===== src/rtl/awp_pkg.sv =====
package awp_pkg;
   localparam int OCTET_W = 8;
   typedef logic [OCTET_W-1:0] octet_t;
endpackage


===== src/rtl/awp_pad_ctrl.sv =====
// Decides, for the current cycle, whether a padding byte or a data byte
// is written, and selects the data byte (most significant first).
module awp_pad_ctrl
   import awp_pkg::*;
#(
   parameter int DATA_W = 64,
   parameter int OFF_W  = 3,
   parameter int SIZE_W = 2,
   localparam int NBYTES = DATA_W / OCTET_W
) (
   input  logic [OFF_W-1:0]  offset,
   input  logic [SIZE_W-1:0] align_code,
   input  logic [SIZE_W-1:0] size_code,
   input  logic              data_phase,
   input  logic [OFF_W-1:0]  byte_idx,
   input  logic [DATA_W-1:0] value,
   output logic              is_pad,
   output logic              last_data,
   output octet_t            byte_o
);
   logic [OFF_W-1:0] align_mask;
   logic             aligned;
   logic [OFF_W:0]   nbytes;
   logic [OFF_W:0]   top_idx;
   logic [OFF_W-1:0] pos;
   octet_t           lanes [NBYTES];

   // offset bit g must be clear when the alignment asks for more than 2^g
   for (genvar g = 0; g < OFF_W; g++) begin : g_mask
      assign align_mask[g] = (32'(g) < 32'(align_code));
   end

   for (genvar k = 0; k < NBYTES; k++) begin : g_lanes
      assign lanes[k] = value[k*OCTET_W +: OCTET_W];
   end

   assign aligned   = ~|(offset & align_mask);
   assign nbytes    = (OFF_W+1)'(1) << size_code;
   assign top_idx   = nbytes - (OFF_W+1)'(1);
   assign last_data = ({1'b0, byte_idx} == top_idx);
   assign pos       = top_idx[OFF_W-1:0] - byte_idx;
   assign is_pad    = !data_phase && !aligned;
   assign byte_o    = is_pad ? '0 : lanes[pos];
endmodule


===== src/rtl/awp_word_asm.sv =====
// Byte lane accumulator plus a one-word holding register, so that the
// final word of a packet is known before it leaves.
module awp_word_asm
   import awp_pkg::*;
#(
   parameter int WORD_BYTES = 4,
   localparam int WORD_W = WORD_BYTES * OCTET_W,
   localparam int LANE_W = $clog2(WORD_BYTES)
) (
   input  logic              clk,
   input  logic              rst_n,
   input  logic              wr_en,
   input  octet_t            wr_byte,
   input  logic [LANE_W-1:0] lane,
   input  logic              flush_en,
   output logic              push,
   output logic [WORD_W-1:0] push_data,
   output logic              push_last,
   output logic              pend_valid
);
   logic [WORD_W-1:0] acc_q;
   logic [WORD_W-1:0] pend_q;
   logic              pend_v_q;
   logic [WORD_W-1:0] merged;
   logic              lane_last;
   logic              partial;
   logic              byte_push;
   logic              flush_push;

   for (genvar l = 0; l < WORD_BYTES; l++) begin : g_merge
      assign merged[WORD_W-1-l*OCTET_W -: OCTET_W] =
         (lane == LANE_W'(l)) ? wr_byte : acc_q[WORD_W-1-l*OCTET_W -: OCTET_W];
   end

   assign lane_last  = (lane == LANE_W'(WORD_BYTES-1));
   assign partial    = (lane != '0);
   assign byte_push  = wr_en && pend_v_q;
   assign flush_push = flush_en && (pend_v_q || partial);
   assign push       = byte_push || flush_push;
   assign push_data  = pend_v_q ? pend_q : acc_q;
   assign push_last  = flush_en;
   assign pend_valid = pend_v_q;

   always_ff @(posedge clk or negedge rst_n) begin
      if (!rst_n) begin
         acc_q    <= '0;
         pend_q   <= '0;
         pend_v_q <= 1'b0;
      end else if (flush_en) begin
         acc_q    <= '0;
         pend_v_q <= 1'b0;
      end else if (wr_en) begin
         if (lane_last) begin
            acc_q    <= '0;
            pend_q   <= merged;
            pend_v_q <= 1'b1;
         end else begin
            acc_q    <= merged;
            pend_v_q <= 1'b0;
         end
      end
   end
endmodule


===== src/rtl/awp_out_stage.sv =====
// Single output register with valid/ready.
module awp_out_stage #(
   parameter int WORD_W = 32
) (
   input  logic              clk,
   input  logic              rst_n,
   input  logic              push,
   input  logic [WORD_W-1:0] push_data,
   input  logic              push_last,
   input  logic              out_ready,
   output logic              out_valid,
   output logic [WORD_W-1:0] out_data,
   output logic              out_last,
   output logic              slot_free
);
   assign slot_free = !out_valid || out_ready;

   always_ff @(posedge clk or negedge rst_n) begin
      if (!rst_n) begin
         out_valid <= 1'b0;
         out_data  <= '0;
         out_last  <= 1'b0;
      end else if (push) begin
         out_valid <= 1'b1;
         out_data  <= push_data;
         out_last  <= push_last;
      end else if (out_ready) begin
         out_valid <= 1'b0;
      end
   end
endmodule


===== src/rtl/aligned_word_packer.sv =====
module aligned_word_packer
   import awp_pkg::*;
#(
   parameter int WORD_BYTES = 4,
   parameter int MAX_BYTES  = 8,
   localparam int WORD_W = WORD_BYTES * OCTET_W,
   localparam int DATA_W = MAX_BYTES * OCTET_W,
   localparam int LANE_W = $clog2(WORD_BYTES),
   localparam int OFF_W  = $clog2(MAX_BYTES),
   localparam int SIZE_W = $clog2(OFF_W + 1)
) (
   input  logic              clk,
   input  logic              rst_n,
   input  logic              in_valid,
   input  logic              in_flush,
   input  logic [DATA_W-1:0] in_data,
   input  logic [SIZE_W-1:0] in_size,
   input  logic [SIZE_W-1:0] in_align,
   output logic              in_ready,
   output logic              out_valid,
   input  logic              out_ready,
   output logic [WORD_W-1:0] out_data,
   output logic              out_last
);
   if (WORD_BYTES < 2 || (WORD_BYTES & (WORD_BYTES - 1)) != 0) begin : g_bad_word
      $error("WORD_BYTES must be a power of two, at least 2");
   end
   if (MAX_BYTES < WORD_BYTES || (MAX_BYTES & (MAX_BYTES - 1)) != 0) begin : g_bad_max
      $error("MAX_BYTES must be a power of two, at least WORD_BYTES");
   end

   logic [OFF_W-1:0]  offset_q;
   logic              data_phase_q;
   logic [OFF_W-1:0]  byte_idx_q;
   logic [LANE_W-1:0] lane;
   logic              is_pad;
   logic              last_data;
   octet_t            wr_byte;
   logic              pend_valid;
   logic              slot_free;
   logic              byte_req;
   logic              wr_en;
   logic              flush_needs_slot;
   logic              flush_en;
   logic              data_done;
   logic              push;
   logic [WORD_W-1:0] push_data;
   logic              push_last;

   assign lane = offset_q[LANE_W-1:0];

   awp_pad_ctrl #(
      .DATA_W (DATA_W),
      .OFF_W  (OFF_W),
      .SIZE_W (SIZE_W)
   ) u_pad (
      .offset     (offset_q),
      .align_code (in_align),
      .size_code  (in_size),
      .data_phase (data_phase_q),
      .byte_idx   (byte_idx_q),
      .value      (in_data),
      .is_pad     (is_pad),
      .last_data  (last_data),
      .byte_o     (wr_byte)
   );

   // a byte may go in unless it would displace a held word into a full output
   assign byte_req         = in_valid && !in_flush;
   assign wr_en            = byte_req && (!pend_valid || slot_free);
   assign flush_needs_slot = pend_valid || (lane != '0);
   assign flush_en         = in_valid && in_flush && (!flush_needs_slot || slot_free);
   assign data_done        = wr_en && !is_pad && last_data;
   assign in_ready         = flush_en || data_done;

   always_ff @(posedge clk or negedge rst_n) begin
      if (!rst_n) begin
         offset_q     <= '0;
         data_phase_q <= 1'b0;
         byte_idx_q   <= '0;
      end else if (flush_en) begin
         offset_q     <= '0;
         data_phase_q <= 1'b0;
         byte_idx_q   <= '0;
      end else if (wr_en) begin
         offset_q <= offset_q + OFF_W'(1);
         if (!is_pad) begin
            if (last_data) begin
               data_phase_q <= 1'b0;
               byte_idx_q   <= '0;
            end else begin
               data_phase_q <= 1'b1;
               byte_idx_q   <= byte_idx_q + OFF_W'(1);
            end
         end
      end
   end

   awp_word_asm #(
      .WORD_BYTES (WORD_BYTES)
   ) u_asm (
      .clk        (clk),
      .rst_n      (rst_n),
      .wr_en      (wr_en),
      .wr_byte    (wr_byte),
      .lane       (lane),
      .flush_en   (flush_en),
      .push       (push),
      .push_data  (push_data),
      .push_last  (push_last),
      .pend_valid (pend_valid)
   );

   awp_out_stage #(
      .WORD_W (WORD_W)
   ) u_out (
      .clk       (clk),
      .rst_n     (rst_n),
      .push      (push),
      .push_data (push_data),
      .push_last (push_last),
      .out_ready (out_ready),
      .out_valid (out_valid),
      .out_data  (out_data),
      .out_last  (out_last),
      .slot_free (slot_free)
   );
endmodule


===== config.mk =====
export PLATFORM = sky130hd
export DESIGN_NAME = aligned_word_packer
export DESIGN_NICKNAME = d
export VERILOG_FILES = /design/src/rtl/awp_pkg.sv /design/src/rtl/awp_pad_ctrl.sv /design/src/rtl/awp_word_asm.sv /design/src/rtl/awp_out_stage.sv /design/src/rtl/aligned_word_packer.sv
export SDC_FILE = /design/constraint.sdc
export NUM_CORES = 1
export LEC_CHECK = 0
export BUFFER_PORTS_ARGS = -buffer_cell sky130_fd_sc_hd__buf_2
export CAP_MARGIN = 20
export CORE_UTILIZATION = 50
export DETAILED_ROUTE_END_ITERATION = 6
export PLACE_DENSITY = 0.78
export SYNTH_ARGS = -nofsm -noshare
export SYNTH_HDL_FRONTEND = slang
export SYNTH_SLANG_ARGS = --single-unit

===== constraint.sdc =====
create_clock -name clk -period 2.2 [get_ports clk]
set_input_delay 0.11 -clock clk [delete_from_list [all_inputs] [get_ports clk]]
set_output_delay 0.11 -clock clk [all_outputs]
set_load 0.03 [all_outputs]

## Yosys cells after proc, flatten, opt, wreduce, memory -nomap -nowiden

Index checks and enable logic that the tools add are counted.

| storage, ports and cells | value |
|---|---|
| memories kept | 0 |
| RAM bits | 0 |
| register bits after elaboration | 106 |
| bits in latches | 0 |
| bits in read-only memories | 0 |
| output and inout port bits | 35 |

| operators by class | value |
|---|---|
| $add $sub $neg | 4 |
| divide/modulo/power cells | 0 |
| reduce and logical (&&, ||, !) cells | 28 |
| equal/unequal tests | 5 |
| multipliers | 0 |
| muxes and demuxes | 27 |
| bitwise gates (word level) | 3 |
| $lt $le $gt $ge | 4 |
| shift operators | 1 |

Operators with widths:

| cell | number |
|---|---|
| two-way mux 32 bit | 4 |
| two-way mux 8 bit | 7 |
| binary-select mux 8 bit (select 3 bit) | 1 |
| two-way mux 3 bit | 6 |
| logical AND 1 bit | 9 |
| two-way mux 1 bit | 9 |
| adder 3 x 1 -> 3 bit, second input constant | 2 |
| zero test 1 bit | 6 |
| logical OR 1 bit | 6 |
| nonzero test 2 bit | 3 |
| equality test 2 bit, second input constant | 2 |
| equality test 3 x 4 -> 1 bit | 1 |
| greater-or-equal comparator 4 bit, second input constant | 1 |
| less-than comparator 1 x 2 -> 1 bit, first input constant | 2 |
| NOT 3 -> 4 bit | 1 |
| << shifter 1 x 2 -> 4 bit, first input constant | 1 |
| subtractor 4 x 1 -> 4 bit, second input constant | 1 |
| bitwise AND 3 bit | 1 |
| AND reduction 3 bit | 1 |
| OR reduction 3 bit | 1 |
| subtractor 3 bit | 1 |
| equality test 2 x 1 -> 1 bit, second input constant | 1 |
| zero test 2 bit | 1 |
| less-than comparator 2 bit, first input constant | 1 |
| other kinds (3) | 3 |

## Logic depth before layout (Yosys ltp)

| depth | value |
|---|---|
| depth after elaboration | 12 |
| gate-level depth with buffers | 9 |
| mapped depth without buffers | 7 |

## Cells and area by module

A second synthesis with hierarchy kept.

| second synthesis, totals | value |
|---|---|
| cell total of the unflattened synthesis | 417 |
| area, all modules | 5689.2 µm² |

Modules (own cells, without submodules):

| module | area an instance (µm²) | cells an instance | seq. area each (µm²) | instances |
|---|---|---|---|---|
| awp_word_asm | 3153.0 | 243 | 1626.6 | 1 |
| awp_out_stage | 1415.1 | 73 | 850.8 | 1 |
| awp_pad_ctrl | 666.9 | 51 | 0.0 | 1 |
| aligned_word_packer | 454.2 | 50 | 175.2 | 1 |

## Least setup slack after synthesis

Ideal clock, no wire load.

| timing path | value |
|---|---|
| kind | flip-flop to flip-flop |
| from | register byte_idx_q[0] |
| to | register u_asm.pend_q[29] |
| path slack | 0.010 ns |
| library setup time | 0.135 ns |
| period minus slack after synthesis | 2.190 ns |
| stages on the path, launching flop included | 9 |
| arrival time | 2.055 ns |
| cells stage by stage | dfrtp_1 -> ha_1 -> inv_1 -> fa_1 -> buf_2 -> buf_2 -> mux4_2 -> mux2i_4 -> o211ai_1 |

| between the ends | value |
|---|---|
| cells in the longest elaborated chain, start to end | 7 |

Ends and longest elaborated chain:

| item | RTL line | RTL |
|---|---|---|
| from (decl) | aligned_word_packer.sv:34 | `logic [OFF_W-1:0] byte_idx_q;` |
| from (signal assigned) | aligned_word_packer.sv:93 | `byte_idx_q <= byte_idx_q + OFF_W'(1);` |
| subtractor 3 bit | awp_pad_ctrl.sv:41 | `assign pos = top_idx[OFF_W-1:0] - byte_idx;` |
| NOT 3 -> 4 bit (not written as such) | awp_pad_ctrl.sv:43 | `assign byte_o = is_pad ? '0 : lanes[pos];` |
| binary-select mux 8 bit (select 3 bit) | awp_pad_ctrl.sv:43 |  |
| two-way mux 8 bit (not written as such) (2 in series) | awp_pad_ctrl.sv:43 |  |
| two-way mux 8 bit | awp_pad_ctrl.sv:43 |  |
| two-way mux 8 bit | awp_word_asm.sv:32 | `(lane == LANE_W'(l)) ? wr_byte : acc_q[WORD_W-1-l*OCTET_W -: OCTET_W];` |
| to (signal assigned) | awp_word_asm.sv:55 | `pend_q <= merged;` |
| to (decl) | awp_word_asm.sv:22 | `logic [WORD_W-1:0] pend_q;` |

No other way between the ends. The select of a mux whose other input is x is not followed.
A chain may end at the register's enable or synchronous reset.

## Worst setup path in the final report

| timing path | value |
|---|---|
| from | register byte_idx_q[0] |
| to | register u_asm.pend_q[30] |

The elaborated chain is that of the path after synthesis.

==> results.yml <==
logic_synthesis:
  synth-compound-area-share_pct: 12.4
  synth-xor-area-share_pct: 0.737
  synth_top_family_by_area: "multiplexers"
  synth_fa_ha_area_share_pct: 1.98
  synth_warnings: 0
  yosysTopAreaCell: "dfrtp_1"
  yosys-top-cells-area: "dfrtp_1, mux2_1, mux2_2"
  synth_cell_types: 48
  ys_seq_elements: 106
  synthCells: 412
  netlist_area_um2: 5430
  synth.mux.area_fraction_pct: 23.2
  syn_avg_cell_area_um2: 13.2
  synth_top_area_share_pct: 48.9
  yosys.area_share.simple_pct: 9.59
  synthesis.nets: 493
  ys_seq_area_share_pct: 48.9
routing:
  drcViolationCount: 0
  drt_iter0_drc: 255
  firstDrtPassIters: 5
  routed_wl_mm: 12.9
  vias_per_cell: 6.04
  vias: 4052
  antenna_left: 0
  routedWlPerCell_um: 19.3
placement:
  dpl_cell_area_um2: 6170
  preCtsSetupSlack_ns: -0.0170
  place_congestion: 0.815
  io_buffer_count: 107
  dp_hpwl_mm: 9.18
cells_and_area:
  syn_to_final_growth_pct: 19.8
  final_area_um2: 6500
  nNetsFinal: 611
  fin_util_pct: 62.4
  diodes: 0
  final_layout_size_suffix_gt1_share_pct: 40.7
pwr:
  ir_worst_vdd_mv: 0.619
  leakage_nw: 3.12
  p_per_area_nw_per_um2: 992
  total_power_w: 0.00645
sta:
  setup_viol: 0
  fin_skew_ns: 0.0132
  finalCriticalPeriod_ns: 2.19
  fin_crit_sh_pct: 99.8
  fmax_ghz: 0.456
  worst_pin_slew_ns: 0.595
  worst_slack_ns: 0.00548
  slew_viol_final: 0
  slew_headroom_pct: 60.4
  rsz0062_at_grt: "yes"
  finalSetupTns_ns: 0
  hold_viol: 0
floorplanning:
  num_rows: 37
  die_w_um: 106
  coreArea_um2: 10400
  dieArea_um2: 11300
  dieHeight_um: 106
  initial_core_util_pct: 52.1
  ios: 108
clocking:
  root_buffer: "clkbuf_8"
  cts_tree: "done"
  cts.sinks: 106
  cts.path.max_buffers: 2
  insertion_delay_ns: 0.38
  clkTransAtPathRegs_ns: 0.11
  cts_buffers: 9
  ctsHtreeMaxLevel: 3
setup_path:
  cpPeakStageDelay_ns: 0.45
  crit_type: "flop to flop"
  path_buf_inv: 2
  worstPathMaxFanout: 16
  slowest_stage: "fa_1"
  critPathRequiredTime_ns: 2.45
  crit_family: "adder cells"
  end_kind: "flop"
  crit_arrival_ns: 2.44
  crit_path_start_kind: "flop"
  crit_chain: "ha_1 > inv_2 > fa_1 > buf_12 > mux4_2 > mux2i_4 > o211ai_1"
hold_path:
  hold_class: "primary input to flop"
job:
  max_cap_viol_count: 0
global_route:
  grt_pass1_vias: 4113
  antenna_found_initial: 0
  grt_pass1_wl_mm: 21.4
  grtUsageTotal_pct: 25.0
  globalRoute.totalOverflow: 0
  grt_start_max_net_pins: 62
status:
  status: "completed"
-- layout make-up --
type,count,area [um^2]
fill,795,3910
sequential,106,2650
clock buffer,9,124
tap,136,170
inverter,5,18.8
multi-input combinational,275,2610
clock inverter,7,60.1
timing repair buffer,133,871
-- cell families (layout without fill, tap and decap cells) --
kind of cell	after synthesis	after routing
buffers and inverters	31	154
and+or+nand+nor	95	95
DFF	106	106
muxes	88	88
AOI/OAI and AO/OA	81	81
adders and majority gates	8	8
xor gates and xnor gates	3	3
-- stage by stage --
step                      hold slack (ns)  instances
after floorplan                    -0.186        412
after CTS                           0.130        665
final                               0.139        671
after global placement              0.155        645
after detailed placement            0.156        645
after global routing                0.149        671
-- Yosys cell counts (all sizes together) --
master	number
a21oi	5
mux2	64
clkbuf	13
mux2i	8
o21ai	14
nor3	1
nand3b	25
o211a	1
inv	5
and2	1
and2b	1
nand2b	4
dfrtp	106
mux4	16
o22a	1
o2bb2ai	24
a31oi	1
and3b	2
a31o	1
nor2	4
o41ai	1
nand4	1
o2111ai	1
o31ai	1
fa	1
and3	8
o22ai	4
nand3	8
xnor2	2
nand2	38
ha	7
o21ba	1
o211ai	26
or3	2
buf	13
xnor3	1
-- sequential cells by signal, indices dropped and copies added (netlist names) --
name              flops
u_out.out_valid       1
u_asm.acc_q          32
byte_idx_q            3
u_out.out_data       32
u_asm.pend_q         32
offset_q              3
u_out.out_last        1
u_asm.pend_valid      1
data_phase_q          1
-- cells in the final DEF (no fill, tap or decap), types with 2 or more instances in the layout --
| master | count |
|---|---|
| xnor2_1 | 2 |
| inv_2 | 2 |
| buf_2 | 105 |
| clkinv_4 | 3 |
| o22ai_4 | 3 |
| buf_12 | 10 |
| mux4_2 | 16 |
| clkbuf_8 | 9 |
| o211ai_2 | 2 |
| o21ai_0 | 5 |
| nand2_1 | 38 |
| nand3_1 | 8 |
| nand2b_1 | 4 |
| o211ai_1 | 23 |
| inv_1 | 3 |
| and3b_1 | 2 |
| inv_6 | 2 |
| o2bb2ai_1 | 23 |
| mux2_2 | 32 |
| dfrtp_1 | 105 |
| ha_1 | 7 |
| and3_1 | 8 |
| nor2_1 | 4 |
| mux2i_4 | 8 |
| nand3b_1 | 25 |
| buf_4 | 16 |
| o21ai_1 | 8 |
| mux2_1 | 32 |
| a21oi_1 | 5 |
-- worst paths after layout --
check | from | end | slack (ns) | depth (start not counted)
worst max-delay path | byte_idx_q[0]$_DFFE_PN0P_ | u_asm.pend_q[30]$_DFFE_PN0P_ | 0.005 | 7
worst min-delay path | in_valid | u_out.out_valid$_DFFE_PN0P_ | 0.14 | 3
worst max register to register | byte_idx_q[0]$_DFFE_PN0P_ | u_asm.pend_q[30]$_DFFE_PN0P_ | 0.005 | 7
worst min register to register | u_out.out_data[2]$_DFFE_PN0P_ | u_out.out_data[2]$_DFFE_PN0P_ | 0.49 | 1
max in group asynchronous | rst_n | offset_q[0]$_DFFE_PN0P_ | 1.17 | 3
min in group asynchronous | rst_n | u_out.out_data[25]$_DFFE_PN0P_ | 0.27 | 2
-- worst reg2reg max path: cells and delay by family (launching register included) --
| kind | cells | cell delay, ns |
|---|---|---|
| AO/OA/AOI/OAI | 1 | 0.15 |
| adder cells (fa/ha/maj) | 2 | 0.66 |
| buffers and inverters | 2 | 0.24 |
| flip-flops | 1 | 0.40 |
| multiplexers | 2 | 0.63 |
-- routing by layer --
metal	track usage, %	vias to the layer above	wire [um]
met5	0	-	0
met3	3.49	23	992
met1	35.0	2026	5510
li1	-	1793	-
met2	39.4	210	6120
met4	9.82	0	293
-- where the power goes --
group          internal, W  leakage, nW  switching [W]  total (W)
Sequential         0.00241         1.44       0.000277    0.00269
Clock             0.000433       0.0961       0.000724    0.00116
Combinational      0.00120         1.59        0.00141    0.00261
Total              0.00404         3.12        0.00241    0.00645
-- timing repair --
item / CTS / global route
pin swaps: 1 / 11
buffers inserted: 3 / 6
hold endpoints to repair: 45 / 0
gates cloned: 0 / 0
endpoints found under the setup margin: 14 / 38
gates resized for setup: 2 / 4
hold buffers: 1 / 0
Power figures use the tool's default switching activity.
